[src/rtl/utx_pkg.sv]
package utx_pkg;

  typedef enum logic [1:0] {
    SH_IDLE  = 2'd0,
    SH_ARMED = 2'd1,
    SH_SEND  = 2'd2
  } sh_state_t;

  // bit times in one frame: start + data + stop
  function automatic int frame_bits(input logic nine, input int data_w);
    return data_w + 2 + (nine ? 1 : 0);
  endfunction

  // generator ticks in one bit time
  function automatic int bit_ticks(input logic fast, input int fast_t, input int slow_t);
    return fast ? fast_t : slow_t;
  endfunction

endpackage

[src/rtl/utx_rate_gen.sv]
module utx_rate_gen #(
  parameter int RELOAD_W   = 8,
  parameter int FAST_TICKS = 16,
  parameter int SLOW_TICKS = 64,
  localparam int SUB_W     = $clog2(SLOW_TICKS)
) (
  input  logic                clk,
  input  logic                rst_n,
  input  logic [RELOAD_W-1:0] reload_in,
  input  logic                load,
  input  logic                fast,
  output logic                tick,
  output logic                bit_edge
);
  import utx_pkg::*;

  logic [RELOAD_W-1:0] reload_q;
  logic [RELOAD_W-1:0] cnt;
  logic [SUB_W-1:0]    sub;
  logic [SUB_W-1:0]    sub_last;

  assign tick     = (cnt == '0);
  assign sub_last = SUB_W'(bit_ticks(fast, FAST_TICKS, SLOW_TICKS) - 1);
  assign bit_edge = tick && (sub >= sub_last);

  always_ff @(posedge clk or negedge rst_n) begin
    if (!rst_n) begin
      reload_q <= '0;
      cnt      <= '0;
      sub      <= '0;
    end else if (load) begin
      reload_q <= reload_in;
      cnt      <= reload_in;
      sub      <= '0;
    end else if (tick) begin
      cnt <= reload_q;
      sub <= bit_edge ? '0 : sub + 1'b1;
    end else begin
      cnt <= cnt - 1'b1;
    end
  end

  AST_TICK_SPACING: assert property (@(posedge clk) disable iff (!rst_n)
    (tick && reload_q != '0 && !load) |=> !tick);

endmodule

[src/rtl/utx_shifter.sv]
module utx_shifter #(
  parameter int DATA_W  = 8,
  localparam int FRAME_W = DATA_W + 3,
  localparam int CNT_W   = $clog2(FRAME_W + 1)
) (
  input  logic              clk,
  input  logic              rst_n,
  input  logic              run,
  input  logic              bit_edge,
  input  logic              hold_valid,
  input  logic [DATA_W-1:0] hold_data,
  input  logic              bit9,
  input  logic              nine,
  output logic              xfer,
  output logic              line,
  output logic              empty,
  output logic              sending
);
  import utx_pkg::*;

  sh_state_t          state;
  logic [FRAME_W-1:0] sh;
  logic [CNT_W-1:0]   cnt;
  logic               frame_end;

  function automatic logic [FRAME_W-1:0] build_frame(
      input logic [DATA_W-1:0] d, input logic b9, input logic n9);
    return {1'b1, (n9 ? b9 : 1'b1), d, 1'b0};
  endfunction

  assign frame_end = (state == SH_SEND) && bit_edge && (cnt == CNT_W'(1));
  assign xfer      = run && hold_valid && ((state == SH_IDLE) || frame_end);
  assign sending   = (state == SH_SEND);
  assign empty     = (state == SH_IDLE);
  assign line      = sending ? sh[0] : 1'b1;

  always_ff @(posedge clk or negedge rst_n) begin
    if (!rst_n) begin
      state <= SH_IDLE;
      sh    <= '1;
      cnt   <= '0;
    end else if (!run) begin
      state <= SH_IDLE;
      sh    <= '1;
      cnt   <= '0;
    end else if (xfer) begin
      sh    <= build_frame(hold_data, bit9, nine);
      cnt   <= CNT_W'(frame_bits(nine, DATA_W));
      state <= (state == SH_IDLE) ? SH_ARMED : SH_SEND;
    end else begin
      case (state)
        SH_ARMED: if (bit_edge) state <= SH_SEND;
        SH_SEND: if (bit_edge) begin
          if (cnt == CNT_W'(1)) begin
            state <= SH_IDLE;
            sh    <= '1;
            cnt   <= '0;
          end else begin
            sh  <= {1'b1, sh[FRAME_W-1:1]};
            cnt <= cnt - 1'b1;
          end
        end
        default: ;
      endcase
    end
  end

  AST_START_ON_EDGE: assert property (@(posedge clk) disable iff (!rst_n)
    $rose(sending) |-> $past(bit_edge));
  AST_ABORT_IDLE: assert property (@(posedge clk) disable iff (!rst_n)
    !run |=> empty);
  AST_IDLE_LINE_HIGH: assert property (@(posedge clk) disable iff (!rst_n)
    empty |-> line);

endmodule

[src/rtl/utx_top.sv]
module utx_top #(
  parameter int RELOAD_W   = 8,
  parameter int DATA_W     = 8,
  parameter int FAST_TICKS = 16,
  parameter int SLOW_TICKS = 64
) (
  input  logic                clk,
  input  logic                rst_n,
  input  logic [RELOAD_W-1:0] rate_reload,
  input  logic                rate_load,
  input  logic                rate_fast,
  input  logic                wr_en,
  input  logic [DATA_W-1:0]   wr_data,
  input  logic                bit9_in,
  input  logic                nine_bit_mode,
  input  logic                tx_enable,
  input  logic                port_enable,
  input  logic                irq_enable,
  output logic                ser_out,
  output logic                ser_oe,
  output logic                buf_empty,
  output logic                irq,
  output logic                shift_empty
);

  logic              tick;
  logic              bit_edge;
  logic              xfer;
  logic              sending;
  logic              hold_valid;
  logic [DATA_W-1:0] hold_data;
  logic              flag_q;
  logic              tx_en_q;
  logic              en_rise;

  utx_rate_gen #(
    .RELOAD_W(RELOAD_W), .FAST_TICKS(FAST_TICKS), .SLOW_TICKS(SLOW_TICKS)
  ) u_rate (
    .clk(clk), .rst_n(rst_n), .reload_in(rate_reload), .load(rate_load),
    .fast(rate_fast), .tick(tick), .bit_edge(bit_edge)
  );

  utx_shifter #(.DATA_W(DATA_W)) u_shift (
    .clk(clk), .rst_n(rst_n), .run(tx_enable), .bit_edge(bit_edge),
    .hold_valid(hold_valid), .hold_data(hold_data), .bit9(bit9_in),
    .nine(nine_bit_mode), .xfer(xfer), .line(ser_out), .empty(shift_empty),
    .sending(sending)
  );

  assign en_rise = tx_enable && !tx_en_q;

  always_ff @(posedge clk or negedge rst_n) begin
    if (!rst_n) begin
      hold_valid <= 1'b0;
      hold_data  <= '0;
      flag_q     <= 1'b0;
      tx_en_q    <= 1'b0;
    end else begin
      tx_en_q <= tx_enable;
      if (wr_en) begin
        hold_valid <= 1'b1;
        hold_data  <= wr_data;
      end else if (xfer) begin
        hold_valid <= 1'b0;
      end
      if (wr_en)                       flag_q <= 1'b0;
      else if (xfer)                   flag_q <= 1'b1;
      else if (en_rise && !hold_valid) flag_q <= 1'b1;
    end
  end

  assign buf_empty = flag_q;
  assign irq       = flag_q && irq_enable;
  assign ser_oe    = port_enable && tx_enable;

  AST_WR_CLEARS_FLAG: assert property (@(posedge clk) disable iff (!rst_n)
    wr_en |=> !buf_empty);
  AST_XFER_SETS_FLAG: assert property (@(posedge clk) disable iff (!rst_n)
    (xfer && !wr_en) |=> buf_empty);
  AST_BUSY_KEEPS_DATA: assert property (@(posedge clk) disable iff (!rst_n)
    (sending && hold_valid && !xfer && !wr_en) |=> !buf_empty);

endmodule

[config.mk]
export PLATFORM = sky130hd
export DESIGN_NAME = utx_top
export DESIGN_NICKNAME = d
export VERILOG_FILES = /design/src/rtl/utx_pkg.sv /design/src/rtl/utx_rate_gen.sv /design/src/rtl/utx_shifter.sv /design/src/rtl/utx_top.sv
export SDC_FILE = /design/constraint.sdc
export NUM_CORES = 1
export LEC_CHECK = 0
export ABC_CLOCK_PERIOD_IN_PS = 3100
export BUFFER_PORTS_ARGS = -buffer_cell sky130_fd_sc_hd__buf_2
export CORE_AREA = 2 2 69 71
export DETAILED_ROUTE_END_ITERATION = 8
export DIE_AREA = 0 0 71 73
export PLACE_DENSITY = 0.77
export SLEW_MARGIN = 25
export SYNTH_ARGS = -nofsm -noshare
export SYNTH_HDL_FRONTEND = slang
export SYNTH_SLANG_ARGS = --single-unit
[constraint.sdc]
create_clock -name clk -period 3.1 [get_ports clk]
set_input_delay 0.155 -clock clk [delete_from_list [all_inputs] [get_ports clk]]
set_output_delay 0.155 -clock clk [all_outputs]
set_load 0.005 [all_outputs]
# Yosys cells after proc, flatten, opt, wreduce, memory -nomap -nowiden
# Index checks and enable logic that the tools add are counted.
[word_totals] out_inout_bits=5 word_cells=75 reg_bits=50 inputBits=26
[classes] n_reduce_logical=19 n_lt_le_gt_ge=1 eq_ne=9 addsub=5 n_mux=31
[op_table] operator="$mux W11" n=4
[op_table] operator="$mux W4" n=5
[op_table] operator="$mux W6" n=3
[op_table] operator="$mux W8" n=2
[op_table] operator="$mux W2" n=6
[op_table] operator="$ne A4 B3 Y1 const B" n=3
[op_table] operator="$mux W10" n=1
[op_table] operator="$logic_and A1 B1 Y1" n=9
[op_table] operator="$logic_not A8 Y1" n=1
[op_table] operator="$mux W1" n=8
[op_table] operator="$sub A8 B1 Y8 const B" n=1
[op_table] operator="$add A6 B1 Y6 const B" n=1
[op_table] operator="$ge A6 B6 Y1" n=1
[op_table] operator="$ne A3 B1 Y1 const B" n=2
[op_table] operator="$sub A6 B2 Y6 const B" n=1
[op_table] operator="$mux W5" n=1
[op_table] operator="$add A4 B4 Y4 const A" n=1
[op_table] operator="$eq A4 B1 Y1 const B" n=1
[op_table] operator="$ne A4 B1 Y1 const B" n=1
[op_table] operator="$pmux W2 S2" n=1
[op_table] operator="$reduce_and A4 Y1" n=1
[op_table] operator="$reduce_bool A2 Y1" n=2
[op_table] operator="$sub A4 B1 Y4 const B" n=1
[op_table] operator="$reduce_bool A3 Y1" n=1
[op_table] operator="6 further kinds" n=7

# Logic depth before layout (Yosys ltp)
[logic_depth] depth_word=10 mapped_depth=10 mapped_depth_nobuf=7

# By module
# A second synthesis with hierarchy kept.
[hier_totals] cells_unflattened=235 hier_area_um2=2496.1
[by_module_without_submodules] mod="utx_rate_gen" instances=1 area_per_inst_um2=1194.9 cells_per_inst=123 seq_area_each_um2=550.5
[by_module_without_submodules] mod="utx_shifter" instances=1 area_per_inst_um2=882.1 cells_per_inst=85 seq_area_each_um2=412.9
[by_module_without_submodules] mod="utx_top" instances=1 area_per_inst_um2=419.2 cells_per_inst=27 seq_area_each_um2=275.3

# Worst setup path before layout
# Ideal clock, no wire load.
[synth_path] path_type="register -> register" start="reg u_rate.cnt[0]" end="reg u_shift.cnt[2]" path_stages_with_launch=9 slack_ps=969 arrival_ps=2044 path_buffers=1 setup_ps=87 path_cell_list="dfrtp_1 -> inv_1 -> ha_1 -> or3b_1 -> clkbuf_1 -> nor2_4 -> nand3_2 -> or4b_1 -> a211oi_2"
[synth_between] elab_chain_len=8 word_cells_on_any_way=11 cone_classes="eq/ne: 2; mux: 2; reduce/logical: 7"
[synth_rtl] element="start: declaration" line="utx_rate_gen.sv:18" text="logic [RELOAD_W-1:0] cnt;"
[synth_rtl] element="start signal: assignment" line="utx_rate_gen.sv:33" text="cnt <= reload_in;"
[synth_rtl] element="start signal: assignment" line="utx_rate_gen.sv:36" text="cnt <= reload_q;"
[synth_rtl] element="start signal: assignment" line="utx_rate_gen.sv:39" text="cnt <= cnt - 1'b1;"
[synth_rtl] element="$logic_not A8 Y1 (*)" line="utx_rate_gen.sv:22" text="assign tick = (cnt == '0);"
[synth_rtl] element="$logic_and A1 B1 Y1 (*)" line="utx_rate_gen.sv:24" text="assign bit_edge = tick && (sub >= sub_last);"
[synth_rtl] element="$logic_and A1 B1 Y1 (2 in series)" line="utx_shifter.sv:31" text="assign frame_end = (state == SH_SEND) && bit_edge && (cnt == CNT_W'(1));"
[synth_rtl] element="$logic_or A1 B1 Y1" line="utx_shifter.sv:32" text="assign xfer = run && hold_valid && ((state == SH_IDLE) || frame_end);"
[synth_rtl] element="$logic_and A1 B1 Y1" line="utx_shifter.sv:32"
[synth_rtl] element="$ne A3 B1 Y1 (no line) / $mux W4 (equally long branches)"
[synth_rtl] element="$reduce_and A2 Y1 (no line) / $mux W4 (equally long branches)"
[synth_rtl] element="end signal: assignment" line="utx_shifter.sv:48" text="cnt <= CNT_W'(frame_bits(nine, DATA_W));"
[synth_rtl] element="end signal: assignment" line="utx_shifter.sv:60" text="cnt <= cnt - 1'b1;"
[synth_rtl] element="end: declaration" line="utx_shifter.sv:23" text="logic [CNT_W-1:0] cnt;"
# Every way passes the cells marked *; elsewhere a longest branch is shown, timed or not.
# A chain may end at the register's enable or synchronous reset.

# Final worst setup path
[layout_path] start="reg u_rate.cnt[0]" end="reg u_shift.sh[2]"
[layout_between] elab_chain_len=8 word_cells_on_any_way=11 cone_classes="eq/ne: 2; mux: 2; reduce/logical: 7"
[layout_rtl] element="$logic_not A8 Y1 (*)" line="utx_rate_gen.sv:22"
[layout_rtl] element="$logic_and A1 B1 Y1 (*)" line="utx_rate_gen.sv:24"
[layout_rtl] element="$logic_and A1 B1 Y1 (2 in series)" line="utx_shifter.sv:31"
[layout_rtl] element="$logic_or A1 B1 Y1" line="utx_shifter.sv:32"
[layout_rtl] element="$logic_and A1 B1 Y1" line="utx_shifter.sv:32"
[layout_rtl] element="$ne A3 B1 Y1 (no line) / $mux W11 (equally long branches)"
[layout_rtl] element="$reduce_and A2 Y1 (no line) / $mux W11 (equally long branches)"
[layout_rtl] element="end signal: assignment" line="utx_shifter.sv:47" text="sh <= build_frame(hold_data, bit9, nine);"
[layout_rtl] element="end signal: assignment" line="utx_shifter.sv:59" text="sh <= {1'b1, sh[FRAME_W-1:1]};"
[layout_rtl] element="end: declaration" line="utx_shifter.sv:22" text="logic [FRAME_W-1:0] sh;"
# Marks and branches as above.

==> summary.txt <==
Die
  • Die Width: 71 um
  • Height of the die: 73 um
  • # IOs: 31
  • CORE AREA: 4540 um2
  • Die footprint: 5180 um2
  • Row count: 25
  • Initial Util: 54.5%

Power and ir drop
  • Static Leakage: 1.18 nW
  • Switch share: 28.7%
  • P per Cell Area: 510 nW/um2
  • Reg power frac: 55.1%
  • Combinational group share of total power: 19.1%
  • Clock network power share: 25.8%
  • NetSw: 0.399 mW
  • Worst VDD drop: 284 uV
  • P_int: 0.992 mW

Worst hold path
  • Hold path startpoint: rate_reload[4]
  • Hold path depth: 3
  • Worst hold path endpoint: u_rate.cnt[4]
  • Worst hold path type: input port to flip-flop

Setup path
  • Setup slack, reg-to-reg: 0.57 ns
  • Max FO, Critical Path: 19
  • Kind of critical path: flip-flop to flip-flop
  • Critical Path Sink Type: flip-flop
  • Crit path launch type: flip-flop
  • CP required: 3.32 ns
  • RR Startpoint: u_rate.cnt[0]
  • Register-to-Register Path Depth: 7
  • Worst EP arrival: 2.75 ns
  • R2r endpoint: u_shift.sh[2]

Routing
  • Total wire length: 4660 um
  • Routed length per placed instance: 14.2 um
  • DRT iter0 DRCs: 132
  • Post-DR vias/cell: 5.82
  • Drt first pass iters: 4
  • Vias: 1,915
  • Antenna-violating nets left: 0
  • DRC viols: 0

Global route
  • Total track usage: 19.6%
  • Vias in the first global route: 1,841
  • Initial antenna violation count: 0
  • Overflow after GRT: 0
  • First-pass GRT wire length: 8140 um
  • Pin count of the biggest net entering global routing: 50

Logic synthesis
  • Synthesized flop and latch total: 49
  • Synth warn: 0
  • Syn_nets: 282
  • Share of the synthesized area in the top cell type: 39.5%
  • Yosys top cell by area: dfrtp_1
  • Async SR Flop Fraction: 100%
  • Mapped Area: 2470 um2
  • Syn Area/Cell: 9.89 um2
  • Yosys cell types: 47
  • Cell count after synthesis: 250
  • Top_reg_cell synth: dfrtp_1
  • Area contributors post-synth: dfrtp_1 (39%), dfstp_2 (11%), mux2_2 (6.8%)
  • Seq/Total Area, Yosys: 50.1%
  • Number of synthesized flops with an enable pin: 0

Clock tree
  • Clock buffer depth: 2
  • Clk_lat worst skew: 0.30 ns
  • Reg clk slew, reported paths: 0.09 ns
  • Htree depth: 2
  • Postcts setup bufs: 0
  • Num CTS Buffers: 5
  • Root buf cell: clkbuf_8
  • # clock sinks: 49
  • CTS tree: done

Final layout
  • ANT cells: 0
  • Multi-input combinational cell area: 1130 um2
  • Non-Filler Instances: 329
  • Layout cell share with drive strength beyond 1: 24.7%
  • Filler cells: 387
  • Final net count: 306
  • Register Area: 1240 um2
  • Area delta synth->final: 10.4%

Status
  • Status: finished clean

Placement
  • Post-DP HPWL: 3180 um
  • PortBufs: 30
  • # placed instances: 320
  • GPL Wtd Cong: 0.812

Timing
  • Setup tns final: 0 ns
  • Slew of the pin with the lowest slew margin: 0.693 ns
  • Post-Route Skew: 0.00854 ns
  • RSZ-0062 raised after global routing: false
  • # setup viols final: 0
  • Fmax: 395 MHz
  • Period utilization: 81.7%
  • Pins Over Slew Limit: 0
  • Fin crit period: 2.53 ns
  • Max-slew headroom: 53.8%
  • Final Hold Viols: 0

Flow run
  • Max_cap viols: 0
[metal layers]
metal / global-route usage [%] / vias to the layer above / part of all wire, %
li1: - / 948 / -
met1: 27.3 / 900 / 48
met2: 29.4 / 58 / 46
met3: 4.56 / 9 / 4.9
met4: 8.81 / 0 / 1.6
met5: 0 / - / 0
[through the flow]
step                      hold WS (ns)  cell area [um2]  power [mW]  utilization, %  setup slack, ns
after global routing            0.0723             2730        1.47            60.2            0.427
final                           0.0748             2730        1.39            60.2            0.566
after detailed placement         0.206             2640        1.04            58.2            0.598
after CTS                       0.0718             2730        1.40            60.2            0.560
after global placement           0.380             2640        1.03            58.1            0.655
after floorplan                 -0.141             2470       0.964               -            0.969
[critical path, cell delays in order, from the launching register on]
cell and delay (ns):
dfrtp_1 0.41, inv_1 0.07, ha_1 0.17, or3b_1 0.48, or2_1 0.53, o31ai_4 0.58, nand2_1 0.12, o2111ai_1 0.12
[power by group through the flow]
stage                     Sequential (mW)  Clock (mW)  Combinational (mW)
after detailed placement            0.777           0               0.265
final                               0.766       0.360               0.265
after floorplan                     0.762           0               0.202
after CTS                           0.766       0.366               0.267
after global routing                0.777       0.390               0.305
after global placement              0.775           0               0.257
[what timing repair did]
action | CTS | global route
hold buffers | 1 | 0
resized for setup | 0 | 0
hold endpoints to repair | 39 | 0
[cell type report]
| type | count | share of cell area (%) |
|---|---|---|
| Inverter | 11 | 1.51 |
| Timing Repair Buffer | 32 | 6.23 |
| Sequential cell | 49 | 45.4 |
| Multi-Input combinational cell | 175 | 41.4 |
| Tap cell | 54 | 2.47 |
| Clock inverter | 2 | 0.367 |
| Clock buffer | 6 | 2.66 |
[logic make-up after synthesis]
logic type	after synthesis	share of synthesized area, %
buffers and inverters	26	4.25
DFF	49	50.1
and+or+nand+nor	83	16.9
xor gates and xnor gates	3	1.06
AOI/OAI and AO/OA	68	17.9
muxes	15	6.83
adders and majority gates	6	3.03
[flip-flops by register name, indices dropped and copies added, names as in the netlist]
register / flops
hold_valid: 1
buf_empty: 1
u_shift.cnt: 4
u_rate.reload_q: 8
tx_en_q: 1
hold_data: 8
u_shift.sh: 10
u_rate.sub: 6
u_shift.state: 2
u_rate.cnt: 8
[cell usage after synthesis, drive strengths merged (2+ instances only)]
master / instances
dfstp: 10
o31ai: 5
xnor2: 2
a31oi: 2
nand2b: 2
and2: 4
inv: 11
nor3: 8
dfrtp: 39
or4: 2
ha: 6
o21ai: 18
nor2: 17
buf: 2
nand2: 25
nand3: 15
clkbuf: 13
mux2: 15
o2111ai: 8
or3b: 2
a21oi: 24
[how the worst max path moves through the flow]
stage / start / end / slack [ns] / cells after the start
6_report: u_rate.cnt[0] / u_shift.sh[2] / 0.57 / 7
5_1_grt: u_rate.cnt[1] / u_shift.sh[2] / 0.43 / 7
4_1_cts: u_rate.cnt[0] / u_shift.sh[1] / 0.56 / 7
3_5_place_dp: u_rate.cnt[0] / u_shift.sh[4] / 0.60 / 7
3_3_place_gp: u_rate.cnt[0] / u_shift.sh[1] / 0.65 / 7
2_1_floorplan: u_rate.cnt[0] / u_shift.cnt[2] / 0.97 / 8
[placed cells by master, fill, tap and decap left out, types with 2 or more instances in the layout]
| cell type | n |
|---|---|
| o31ai_1 | 4 |
| buf_2 | 29 |
| nor3_1 | 8 |
| a31oi_1 | 2 |
| clkbuf_8 | 5 |
| nand3_1 | 14 |
| inv_1 | 11 |
| and2_1 | 4 |
| o2111ai_1 | 8 |
| mux2_2 | 15 |
| a21oi_1 | 24 |
| dfrtp_1 | 39 |
| nor2_1 | 16 |
| nand2_1 | 25 |
| or3b_1 | 2 |
| buf_4 | 2 |
| xnor2_1 | 2 |
| o21ai_0 | 17 |
| ha_1 | 6 |
| clkinv_2 | 2 |
| dfstp_2 | 10 |
| nand2b_1 | 2 |
No activity file was read; power rests on OpenSTA's default activity.
